$ cat config.mk
export PLATFORM = sky130hd
export DESIGN_NAME = tmr8_pwm
export DESIGN_NICKNAME = d
export VERILOG_FILES = /design/src/rtl/tmr8_pkg.sv /design/src/rtl/tmr8_clk_sel.sv /design/src/rtl/tmr8_core.sv /design/src/rtl/tmr8_cmp_unit.sv /design/src/rtl/tmr8_pwm.sv
export SDC_FILE = /design/constraint.sdc
export NUM_CORES = 1
export LEC_CHECK = 0
export ABC_CLOCK_PERIOD_IN_PS = 8700
export BUFFER_PORTS_ARGS = -buffer_cell sky130_fd_sc_hd__buf_2
export CAP_MARGIN = 15
export CORE_MARGIN = 3
export CORE_UTILIZATION = 47
export DETAILED_ROUTE_END_ITERATION = 7
export GPL_ROUTABILITY_DRIVEN = 0
export PLACE_DENSITY = 0.67
export SLEW_MARGIN = 20
export SYNTH_ARGS = -nofsm -noshare
export SYNTH_HDL_FRONTEND = slang
export SYNTH_HIERARCHICAL = 1
export SYNTH_SLANG_ARGS = --single-unit
$ cat constraint.sdc
create_clock -name clk -period 8.7 [get_ports clk]
set_clock_uncertainty 0.2 [all_clocks]
set_input_delay 0.435 -clock clk [delete_from_list [all_inputs] [get_ports clk]]
set_output_delay 0.435 -clock clk [all_outputs]
set_load 0.02 [all_outputs]
$ cat src/rtl/tmr8_pkg.sv
package tmr8_pkg;
    typedef enum logic [1:0] {
        MODE_FREE     = 2'd0,
        MODE_CTC      = 2'd1,
        MODE_PWM_FULL = 2'd2,
        MODE_PWM_VAR  = 2'd3
    } mode_e;

    typedef enum logic [1:0] {
        CS_OFF      = 2'd0,
        CS_PRESC    = 2'd1,
        CS_EXT_RISE = 2'd2,
        CS_EXT_FALL = 2'd3
    } csel_e;

    typedef enum logic {
        DIR_UP   = 1'b0,
        DIR_DOWN = 1'b1
    } dir_e;

    localparam logic [2:0] ADR_CNT  = 3'd0;
    localparam logic [2:0] ADR_CMPA = 3'd1;
    localparam logic [2:0] ADR_CMPB = 3'd2;
    localparam logic [2:0] ADR_CTRL = 3'd3;
    localparam logic [2:0] ADR_FLAG = 3'd4;
    localparam logic [2:0] ADR_MASK = 3'd5;
endpackage

$ cat src/rtl/tmr8_clk_sel.sv
module tmr8_clk_sel
    import tmr8_pkg::*;
#(
    parameter int SYNC_STAGES = 2
) (
    input  logic  clk,
    input  logic  rst_n,
    input  csel_e csel,
    input  logic  presc_tick,
    input  logic  ext_pin,
    output logic  tick
);
    logic [SYNC_STAGES-1:0] sync_q;
    logic                   last_q;
    logic                   rise;
    logic                   fall;

    always_ff @(posedge clk or negedge rst_n) begin
        if (!rst_n) begin
            sync_q <= '0;
            last_q <= 1'b0;
        end else begin
            sync_q <= {sync_q[SYNC_STAGES-2:0], ext_pin};
            last_q <= sync_q[SYNC_STAGES-1];
        end
    end

    assign rise = sync_q[SYNC_STAGES-1] & ~last_q;
    assign fall = ~sync_q[SYNC_STAGES-1] & last_q;

    always_comb begin
        unique case (csel)
            CS_OFF:      tick = 1'b0;
            CS_PRESC:    tick = presc_tick;
            CS_EXT_RISE: tick = rise;
            CS_EXT_FALL: tick = fall;
            default:     tick = 1'b0;
        endcase
    end
endmodule

$ cat src/rtl/tmr8_core.sv
module tmr8_core
    import tmr8_pkg::*;
#(
    parameter int CNT_W = 8
) (
    input  logic             clk,
    input  logic             rst_n,
    input  logic             tick,
    input  mode_e            mode,
    input  logic [CNT_W-1:0] top_var,
    input  logic             cnt_wr,
    input  logic [CNT_W-1:0] cnt_wdata,
    output logic [CNT_W-1:0] cnt,
    output dir_e             dir,
    output logic             load,
    output logic             ovf
);
    localparam logic [CNT_W-1:0] ONE = CNT_W'(1);

    dir_e             dir_q, dir_n;
    logic [CNT_W-1:0] cnt_q, cnt_n, top;
    logic             pwm, ctc_hit, step;

    assign pwm     = mode[1];
    assign top     = (mode == MODE_PWM_VAR) ? top_var : '1;
    assign ctc_hit = (mode == MODE_CTC) && (cnt_q == top_var);
    assign step    = tick && !cnt_wr;

    // state register
    always_ff @(posedge clk or negedge rst_n) begin
        if (!rst_n) begin
            dir_q <= DIR_UP;
            cnt_q <= '0;
        end else begin
            dir_q <= dir_n;
            cnt_q <= cnt_n;
        end
    end

    // next state: FORCE_UP, UP_TO_DOWN, DOWN_TO_UP
    always_comb begin
        dir_n = pwm ? dir_q : DIR_UP;
        cnt_n = cnt_q;
        if (cnt_wr) begin
            cnt_n = cnt_wdata;
        end else if (tick) begin
            unique case (dir_q)
                DIR_UP: begin
                    if (pwm) begin
                        if (cnt_q >= top) begin
                            if (top != '0) begin
                                dir_n = DIR_DOWN;
                                cnt_n = cnt_q - ONE;
                            end
                        end else begin
                            cnt_n = cnt_q + ONE;
                        end
                    end else if (ctc_hit) begin
                        cnt_n = '0;
                    end else begin
                        cnt_n = cnt_q + ONE;
                    end
                end
                DIR_DOWN: begin
                    if (!pwm) begin
                        cnt_n = cnt_q + ONE;
                    end else if (cnt_q <= ONE) begin
                        dir_n = DIR_UP;
                        cnt_n = '0;
                    end else begin
                        cnt_n = cnt_q - ONE;
                    end
                end
                default: dir_n = DIR_UP;
            endcase
        end
    end

    // outputs
    always_comb begin
        load = 1'b0;
        ovf  = 1'b0;
        if (step) begin
            unique case (dir_q)
                DIR_UP: begin
                    load = pwm && (cnt_q >= top);
                    ovf  = !pwm && (cnt_q == '1) && !ctc_hit;
                end
                DIR_DOWN: ovf = pwm ? (cnt_q <= ONE) : (cnt_q == '1);
                default: ;
            endcase
        end
    end

    assign cnt = cnt_q;
    assign dir = dir_q;
endmodule

$ cat src/rtl/tmr8_cmp_unit.sv
module tmr8_cmp_unit
    import tmr8_pkg::*;
#(
    parameter int CNT_W = 8
) (
    input  logic             clk,
    input  logic             rst_n,
    input  logic             wr,
    input  logic [CNT_W-1:0] wdata,
    input  logic             pwm,
    input  logic             load,
    input  logic             tick,
    input  logic             block,
    input  logic [CNT_W-1:0] cnt,
    input  dir_e             dir,
    output logic [CNT_W-1:0] buf_val,
    output logic [CNT_W-1:0] act_val,
    output logic             match,
    output logic             wave
);
    logic [CNT_W-1:0] buf_q, act_q;
    logic             wave_q;

    assign match = tick && !block && (cnt == act_q);

    always_ff @(posedge clk or negedge rst_n) begin
        if (!rst_n) begin
            buf_q  <= '0;
            act_q  <= '0;
            wave_q <= 1'b0;
        end else begin
            if (wr) buf_q <= wdata;
            if (!pwm)      act_q <= wr ? wdata : buf_q;
            else if (load) act_q <= buf_q;
            if (match) wave_q <= pwm ? (dir == DIR_DOWN) : ~wave_q;
        end
    end

    assign buf_val = buf_q;
    assign act_val = act_q;
    assign wave    = wave_q;
endmodule

$ cat src/rtl/tmr8_pwm.sv
module tmr8_pwm
    import tmr8_pkg::*;
#(
    parameter int CNT_W       = 8,
    parameter int SYNC_STAGES = 2
) (
    input  logic             clk,
    input  logic             rst_n,
    input  logic             presc_tick,
    input  logic             ext_clk,
    input  logic             wr_en,
    input  logic [2:0]       wr_addr,
    input  logic [CNT_W-1:0] wr_data,
    input  logic [2:0]       rd_addr,
    output logic [CNT_W-1:0] rd_data,
    output logic             wave_a,
    output logic             wave_b,
    output logic             irq
);
    localparam int NCH = 2;

    logic [3:0]       ctrl_q;
    logic [2:0]       flags_q, mask_q, flag_set;
    logic             blk_q, tick, cnt_wr, flags_wr, load, ovf;
    logic [CNT_W-1:0] cnt_q;
    dir_e             dir;
    mode_e            mode;
    logic [CNT_W-1:0] cmp_buf [NCH];
    logic [CNT_W-1:0] cmp_act [NCH];
    logic [NCH-1:0]   match, wave;

    assign mode     = mode_e'(ctrl_q[1:0]);
    assign cnt_wr   = wr_en && (wr_addr == ADR_CNT);
    assign flags_wr = wr_en && (wr_addr == ADR_FLAG);

    tmr8_clk_sel #(.SYNC_STAGES(SYNC_STAGES)) u_clk_sel (
        .clk(clk), .rst_n(rst_n), .csel(csel_e'(ctrl_q[3:2])),
        .presc_tick(presc_tick), .ext_pin(ext_clk), .tick(tick)
    );

    tmr8_core #(.CNT_W(CNT_W)) u_core (
        .clk(clk), .rst_n(rst_n), .tick(tick), .mode(mode),
        .top_var(cmp_act[0]), .cnt_wr(cnt_wr), .cnt_wdata(wr_data),
        .cnt(cnt_q), .dir(dir), .load(load), .ovf(ovf)
    );

    for (genvar g = 0; g < NCH; g++) begin : g_ch
        localparam logic [2:0] ADR_CH = ADR_CMPA + 3'(g);
        tmr8_cmp_unit #(.CNT_W(CNT_W)) u_cmp (
            .clk(clk), .rst_n(rst_n),
            .wr(wr_en && (wr_addr == ADR_CH)), .wdata(wr_data),
            .pwm(mode[1]), .load(load), .tick(tick),
            .block(blk_q || cnt_wr), .cnt(cnt_q), .dir(dir),
            .buf_val(cmp_buf[g]), .act_val(cmp_act[g]),
            .match(match[g]), .wave(wave[g])
        );
    end

    assign flag_set = {match[1], match[0], ovf};

    always_ff @(posedge clk or negedge rst_n) begin
        if (!rst_n) begin
            ctrl_q  <= '0;
            flags_q <= '0;
            mask_q  <= '0;
            blk_q   <= 1'b0;
        end else begin
            if (wr_en && wr_addr == ADR_CTRL) ctrl_q <= wr_data[3:0];
            if (wr_en && wr_addr == ADR_MASK) mask_q <= wr_data[2:0];
            flags_q <= (flags_q & ~(flags_wr ? wr_data[2:0] : 3'b000)) | flag_set;
            if (cnt_wr)    blk_q <= 1'b1;
            else if (tick) blk_q <= 1'b0;
        end
    end

    always_comb begin
        unique case (rd_addr)
            ADR_CNT:  rd_data = cnt_q;
            ADR_CMPA: rd_data = cmp_buf[0];
            ADR_CMPB: rd_data = cmp_buf[1];
            ADR_CTRL: rd_data = CNT_W'(ctrl_q);
            ADR_FLAG: rd_data = CNT_W'(flags_q);
            ADR_MASK: rd_data = CNT_W'(mask_q);
            default:  rd_data = '0;
        endcase
    end

    assign wave_a = wave[0];
    assign wave_b = wave[1];
    assign irq    = |(flags_q & mask_q);
endmodule

# --- Yosys cells after proc, flatten, opt, wreduce, memory -nomap -nowiden ---
# Index checks and enable logic that the tools add are counted.
word_totals:
  word_cells: 112
  reg_bits: 57
  out_inout_bits: 11
op_classes:
  eq_ne: 20
  muxes: 37
  n_reduce_logical: 26
  n_addsub: 2
  n_lt_le_gt_ge: 2
  n_bitwise: 11
ops:
  columns: ["cell", "n"]
  rows:
  - ["$mux 8", 15]
  - ["$pmux 8 s6", 1]
  - ["$eq 8x8->1", 2]
  - ["$mux 1", 16]
  - ["$pmux 8 s2", 1]
  - ["$logic_and 1x1->1", 14]
  - ["$eq 3x2->1 const B", 4]
  - ["$eq 3x3->1 const B", 4]
  - ["$add 8x1->8 const B", 1]
  - ["$eq 8x8->1 const B", 1]
  - ["$ge 8x8->1", 1]
  - ["$le 8x1->1 const B", 1]
  - ["$reduce_bool 8->1", 1]
  - ["$sub 8x1->8 const B", 1]
  - ["$and 3x3->3", 2]
  - ["$eq 2x2->1 const B", 3]
  - ["$eq 3x1->1 const B", 2]
  - ["$logic_not 3->1", 2]
  - ["$ne 5x5->1 const B", 1]
  - ["$not 1->1", 5]
  - ["$eq 2x1->1 const B", 2]
  - ["$logic_not 1->1", 4]
  - ["$pmux 1 s2", 2]
  - ["$pmux 1 s4", 1]
  - ["other kinds (10)", 11]

# --- Longest topological paths before layout ---
depth:
  depth_word: 9
  depth_mapped: 12
  depth_no_buf: 10

# --- Cells and area by module ---
# The synthesis kept the hierarchy.
modules_own_cells:
  columns: ["mod", "seq_area_each_um2", "cells_each", "n_inst", "area_each_um2"]
  rows:
  - ["tmr8_cmp_unit", 425.4, 68, 2, 803.3]
  - ["tmr8_core", 225.2, 180, 1, 1363.8]
  - ["tmr8_pwm", 275.3, 76, 1, 820.8]
  - ["tmr8_clk_sel", 75.1, 7, 1, 107.6]

# --- Worst setup path before layout ---
# No wires, ideal clock.
synth_path:
  path_kind: "reg2reg"
  from: "register ctrl_q[1]"
  to: "register u_core.cnt_q[4], in the netlist u_core/cnt[4]"
  path_buffers: 1
  path_stages_with_launch: 11
  synth_period_minus_slack_ns: 2.893
  arrival_ns: 2.550
  t_required_ns: 8.358
  path_slack_ns: 5.807
  path_cell_list: "dfrtp_1 > nand2_1 > or2_2 > ha_1 > nand2b_1 > a2111oi_2 > o31ai_1 > buf_2 > o211a_1 > a221oi_1 > o221ai_1"
synth_via:
  elab_chain_cells: 8
  elab_cells_between_ends: 15
  classes_between: "1 x order compare; 3 x eq/ne; 8 x mux; 3 x reduce/logical"
synth_rtl:
  columns: ["element", "line", "source"]
  rows:
  - ["from (decl)", "tmr8_pwm.sv:22", "logic [3:0] ctrl_q;"]
  - ["from (signal assigned)", "tmr8_pwm.sv:68", "if (wr_en && wr_addr == ADR_CTRL) ctrl_q <= wr_data[3:0];"]
  - ["$eq 2x2->1", "tmr8_core.sv:25", "assign top = (mode == MODE_PWM_VAR) ? top_var : '1;"]
  - ["$mux 8", "tmr8_core.sv:25", null]
  - ["$ge 8x8->1", "tmr8_core.sv:50", "if (cnt_q >= top) begin"]
  - ["$mux 8", "tmr8_core.sv:50", null]
  - ["$mux 8", "tmr8_core.sv:49", "if (pwm) begin"]
  - ["$pmux 8 s2", "tmr8_core.sv:47", "unique case (dir_q)"]
  - ["$mux 8", "tmr8_core.sv:46", "end else if (tick) begin"]
  - ["$mux 8", "tmr8_core.sv:44", "if (cnt_wr) begin"]
  - ["to (signal assigned)", "tmr8_core.sv:36", "cnt_q <= cnt_n;"]
  - ["to (decl)", "tmr8_core.sv:21", "logic [CNT_W-1:0] cnt_q, cnt_n, top;"]
# Several ways; a longest one is shown, not always the timed one. The select of a mux whose other input is x is not followed.
# A chain may end at the register's enable or synchronous reset.

# --- Final worst setup path ---
layout_path:
  from: "register u_core.cnt_q[0], in the netlist u_core/cnt[0]"
  to: "register u_core.cnt_q[5], in the netlist u_core/cnt[5]"
layout_via:
  elab_chain_cells: 7
  elab_cells_between_ends: 17
  classes_between: "2 x add/sub; 2 x order compare; 2 x eq/ne; 9 x mux; 2 x reduce/logical"
layout_rtl:
  columns: ["element", "line"]
  rows:
  - ["$sub 8x1->8 or $eq 8x8->1 (tied branches)", "tmr8_core.sv:53, tmr8_core.sv:71, tmr8_core.sv:26"]
  - ["$mux 8 or $logic_and 1x1->1 (tied branches)", "tmr8_core.sv:51, tmr8_core.sv:26"]
  - ["$mux 8 (on tied branches)", "tmr8_core.sv:50, tmr8_core.sv:58"]
  - ["$mux 8", "tmr8_core.sv:49"]
  - ["$pmux 8 s2", "tmr8_core.sv:47"]
  - ["$mux 8", "tmr8_core.sv:46"]
  - ["$mux 8", "tmr8_core.sv:44"]
# Several ways; a longest one is shown, not always the timed one. The select of a mux whose other input is x is not followed.

==> reports/metrics.csv <==
metric,value,unit
final WL,10.1,mm
Internal,0.000761,W
pwr dens,289,nW/um^2
Post-Synthesis Cells,399,
height of the die,97.1,um
layout cells sized above 1,21.0,%
"Avg Cell Area, Syn",9.77,sq um
# nets final,448,
remaining global-route overflow,0,
status,completed,
initial antenna violation count,0,
Final Setup Violations,0,
CP max FO,13,
syn_nets,429,
Slew Limit Fails,0,
vias in the first global route,3217,
Core Box Area,7890,sq um
maximum vdd drop,0.135,mV
post-synthesis sequential area ratio,36.6,%
Antenna Violating Nets Remaining,0,
Fin. Hold Viols,0,
largest net degree at the start of global routing,58,
DRT iter0 DRCs,287,
Clock Path Buffers,2,
achievable frequency,287,MHz
via total after detailed routing,3176,
Critical Path End Type,flop,
ys flop type,dfrtp_1,
Final WS setup,5.22,ns
Overall Global Routing Usage,22.0,%
WP data required,8.70,ns
final critical-path required period,3.48,ns
post-DR vias/cell,6.05,
I/O Buffers,29,
first-pass GRT wire length,16.7,mm
# IOs,30,
number of buffers created by CTS,9,
period utilization,40.0,%
RSZ-0062 raised after global routing,false,
clock root cell,clkbuf_8,
Hold Crit Class,input port to async pin,
synth warn,6,
critical path arrival,3.49,ns
n_diodes,0,
CTS tree,built,
H-tree depth,3,
Max Cap Viol,0,
P&R area growth vs syn,10.9,%
clock power share,24.1,%
clock-pin slew on the worst setup and hold paths,0.06,ns
WL per Instance,19.3,um
Post-CTS Setup Repair Bufs,0,
post-synthesis cell area,3900,sq um
Async SR Flop Fraction,100,%
P_leak,1.82,nW
Sequential Power Share,39.6,%
First-pass DRT Iterations,5,
Setup crit start kind,flop,
#FFs+latches synth,57,
total clock sinks,57,
Post-DP HPWL,7.12,mm
switching power share of the total,39.1,%
Logic pwr share,36.3,%
final core occ,54.8,%
num rows,32,
"EDFF count, synth",0,
Post-route DRC,0,
Setup CP Type,flop to flop,
Psw,0.000490,W
dpl ws,5.25,ns
Worst slew margin,38.0,%
setup TNS,0,ns
Synth cell types,62,
initial core utilization,49.4,%
worst-margin pin slew,0.929,ns
die area,9420,sq um
die width,97.1,um
clock latency on the worst-skew pair,0.33,ns
## final cells by class
type / instances / area, sq um
Sequential cell: 57 / 1430
Inverter: 12 / 45.0
Timing Repair Buffer: 35 / 193
Clock buffer: 11 / 141
Multi-Input combinational cell: 303 / 2290
Clock inverter: 5 / 103
Tap cell: 102 / 128
Fill cell: 697 / 3560
## sequential cells by signal, summed over array words and instances (netlist names)
name	cells
mask_q	3
g_ch.u_cmp/buf_val	16
u_core/dir	1
u_clk_sel/last_q	1
g_ch.u_cmp/act_val	16
flags_q	3
u_clk_sel/sync_q	2
ctrl_q	4
blk_q	1
u_core/cnt	8
g_ch.u_cmp/wave	2
## synthesized netlist by cell type, types with 6 or more instances
cell type	n	area, sq um
o21a_1	8	60.1
nand3_1	9	45.0
nor3_1	6	30.0
nand3b_1	6	45.0
o21ai_0	11	55.1
a21oi_1	28	140
ha_1	11	138
mux2_2	23	259
inv_1	11	41.3
mux2i_1	29	290
xnor2_1	29	254
nor2_1	40	150
dfrtp_1	57	1430
nand2_1	18	67.6
clkbuf_1	10	37.5
buf_2	11	55.1
## critical path: stages, from the launching register on
cell and delay, ns:
dfrtp_1 0.71, inv_1 0.19, ha_1 0.32, nand2b_1 0.15
a2111oi_2 0.38, o31ai_1 0.12, buf_4 0.19, a41oi_1 0.70
o21ai_0 0.22, o2bb2ai_1 0.18
## what timing repair did
item                      in CTS  in global routing
hold buffers                   1                  0
gates resized for setup        0                  0
hold endpoints to repair       1                  0
## cell usage in the layout, fill, tap and decap left out, types with 9 or more instances in the layout
master,count
clkbuf_8,10
o21ai_0,11
buf_2,29
mux2i_1,29
dfrtp_1,57
inv_1,11
xnor2_1,29
nor2_1,40
ha_1,11
nand2_1,18
a21oi_1,28
mux2_2,23
nand3_1,9
## routing by layer
layer / routed length (um) / share of wire (%) / global-route usage (%) / up-vias
li1: - / - / - / 1499
met1: 4510 / 45 / 29.0 / 1577
met2: 4880 / 48 / 35.8 / 93
met3: 601 / 5.9 / 5.89 / 7
met4: 110 / 1.1 / 6.05 / 0
met5: 0 / 0 / 0 / -
## worst paths after layout
check | from | to | slack (ns) | cells after the start
worst max-delay path | u_core/cnt[0] | u_core/cnt[5] | 5.22 | 9
worst min-delay path | rst_n | u_core/cnt[7] | 0.04 | 2
worst min register to register | u_clk_sel/sync_q[0] | u_clk_sel/sync_q[1] | 0.16 | 0
max in group asynchronous | rst_n | u_core/cnt[3] | 7.76 | 2
worst max register to register | u_core/cnt[0] | u_core/cnt[5] | 5.22 | 9
min in group clk | u_clk_sel/sync_q[0] | u_clk_sel/sync_q[1] | 0.16 | 0
## stage by stage
step / hold WS [ns] / total power [W] / std cells / cell area [sq um]
finish: 0.0436 / 0.00125 / 525 / 4330
floorplan: -0.0606 / 0.000830 / 399 / 3900
detailed placement: 0.147 / 0.000946 / 508 / 4070
global route: 0.0993 / 0.00134 / 525 / 4330
CTS: 0.0688 / 0.00125 / 525 / 4330
global placement: 0.135 / 0.000932 / 508 / 4060
## kinds of logic after synthesis
group,count (synthesis),share of synthesized area [%]
adder cells (fa/ha/maj),11,3.53
AO/OA/AOI/OAI,86,14.9
buffers and inverters,39,5.23
AND/OR/NAND/NOR,120,17.6
multiplexers,55,15.2
flip-flops,57,36.6
XOR/XNOR,31,6.96
## power groups by stage
stage / Clock, W / Combinational (W) / Sequential, W
floorplan: 0 / 0.000417 / 0.000414
global placement: 0 / 0.000439 / 0.000494
detailed placement: 0 / 0.000448 / 0.000498
CTS: 0.000309 / 0.000451 / 0.000492
global route: 0.000322 / 0.000506 / 0.000511
finish: 0.000302 / 0.000454 / 0.000495
No activity file was read; power rests on OpenSTA's default activity.
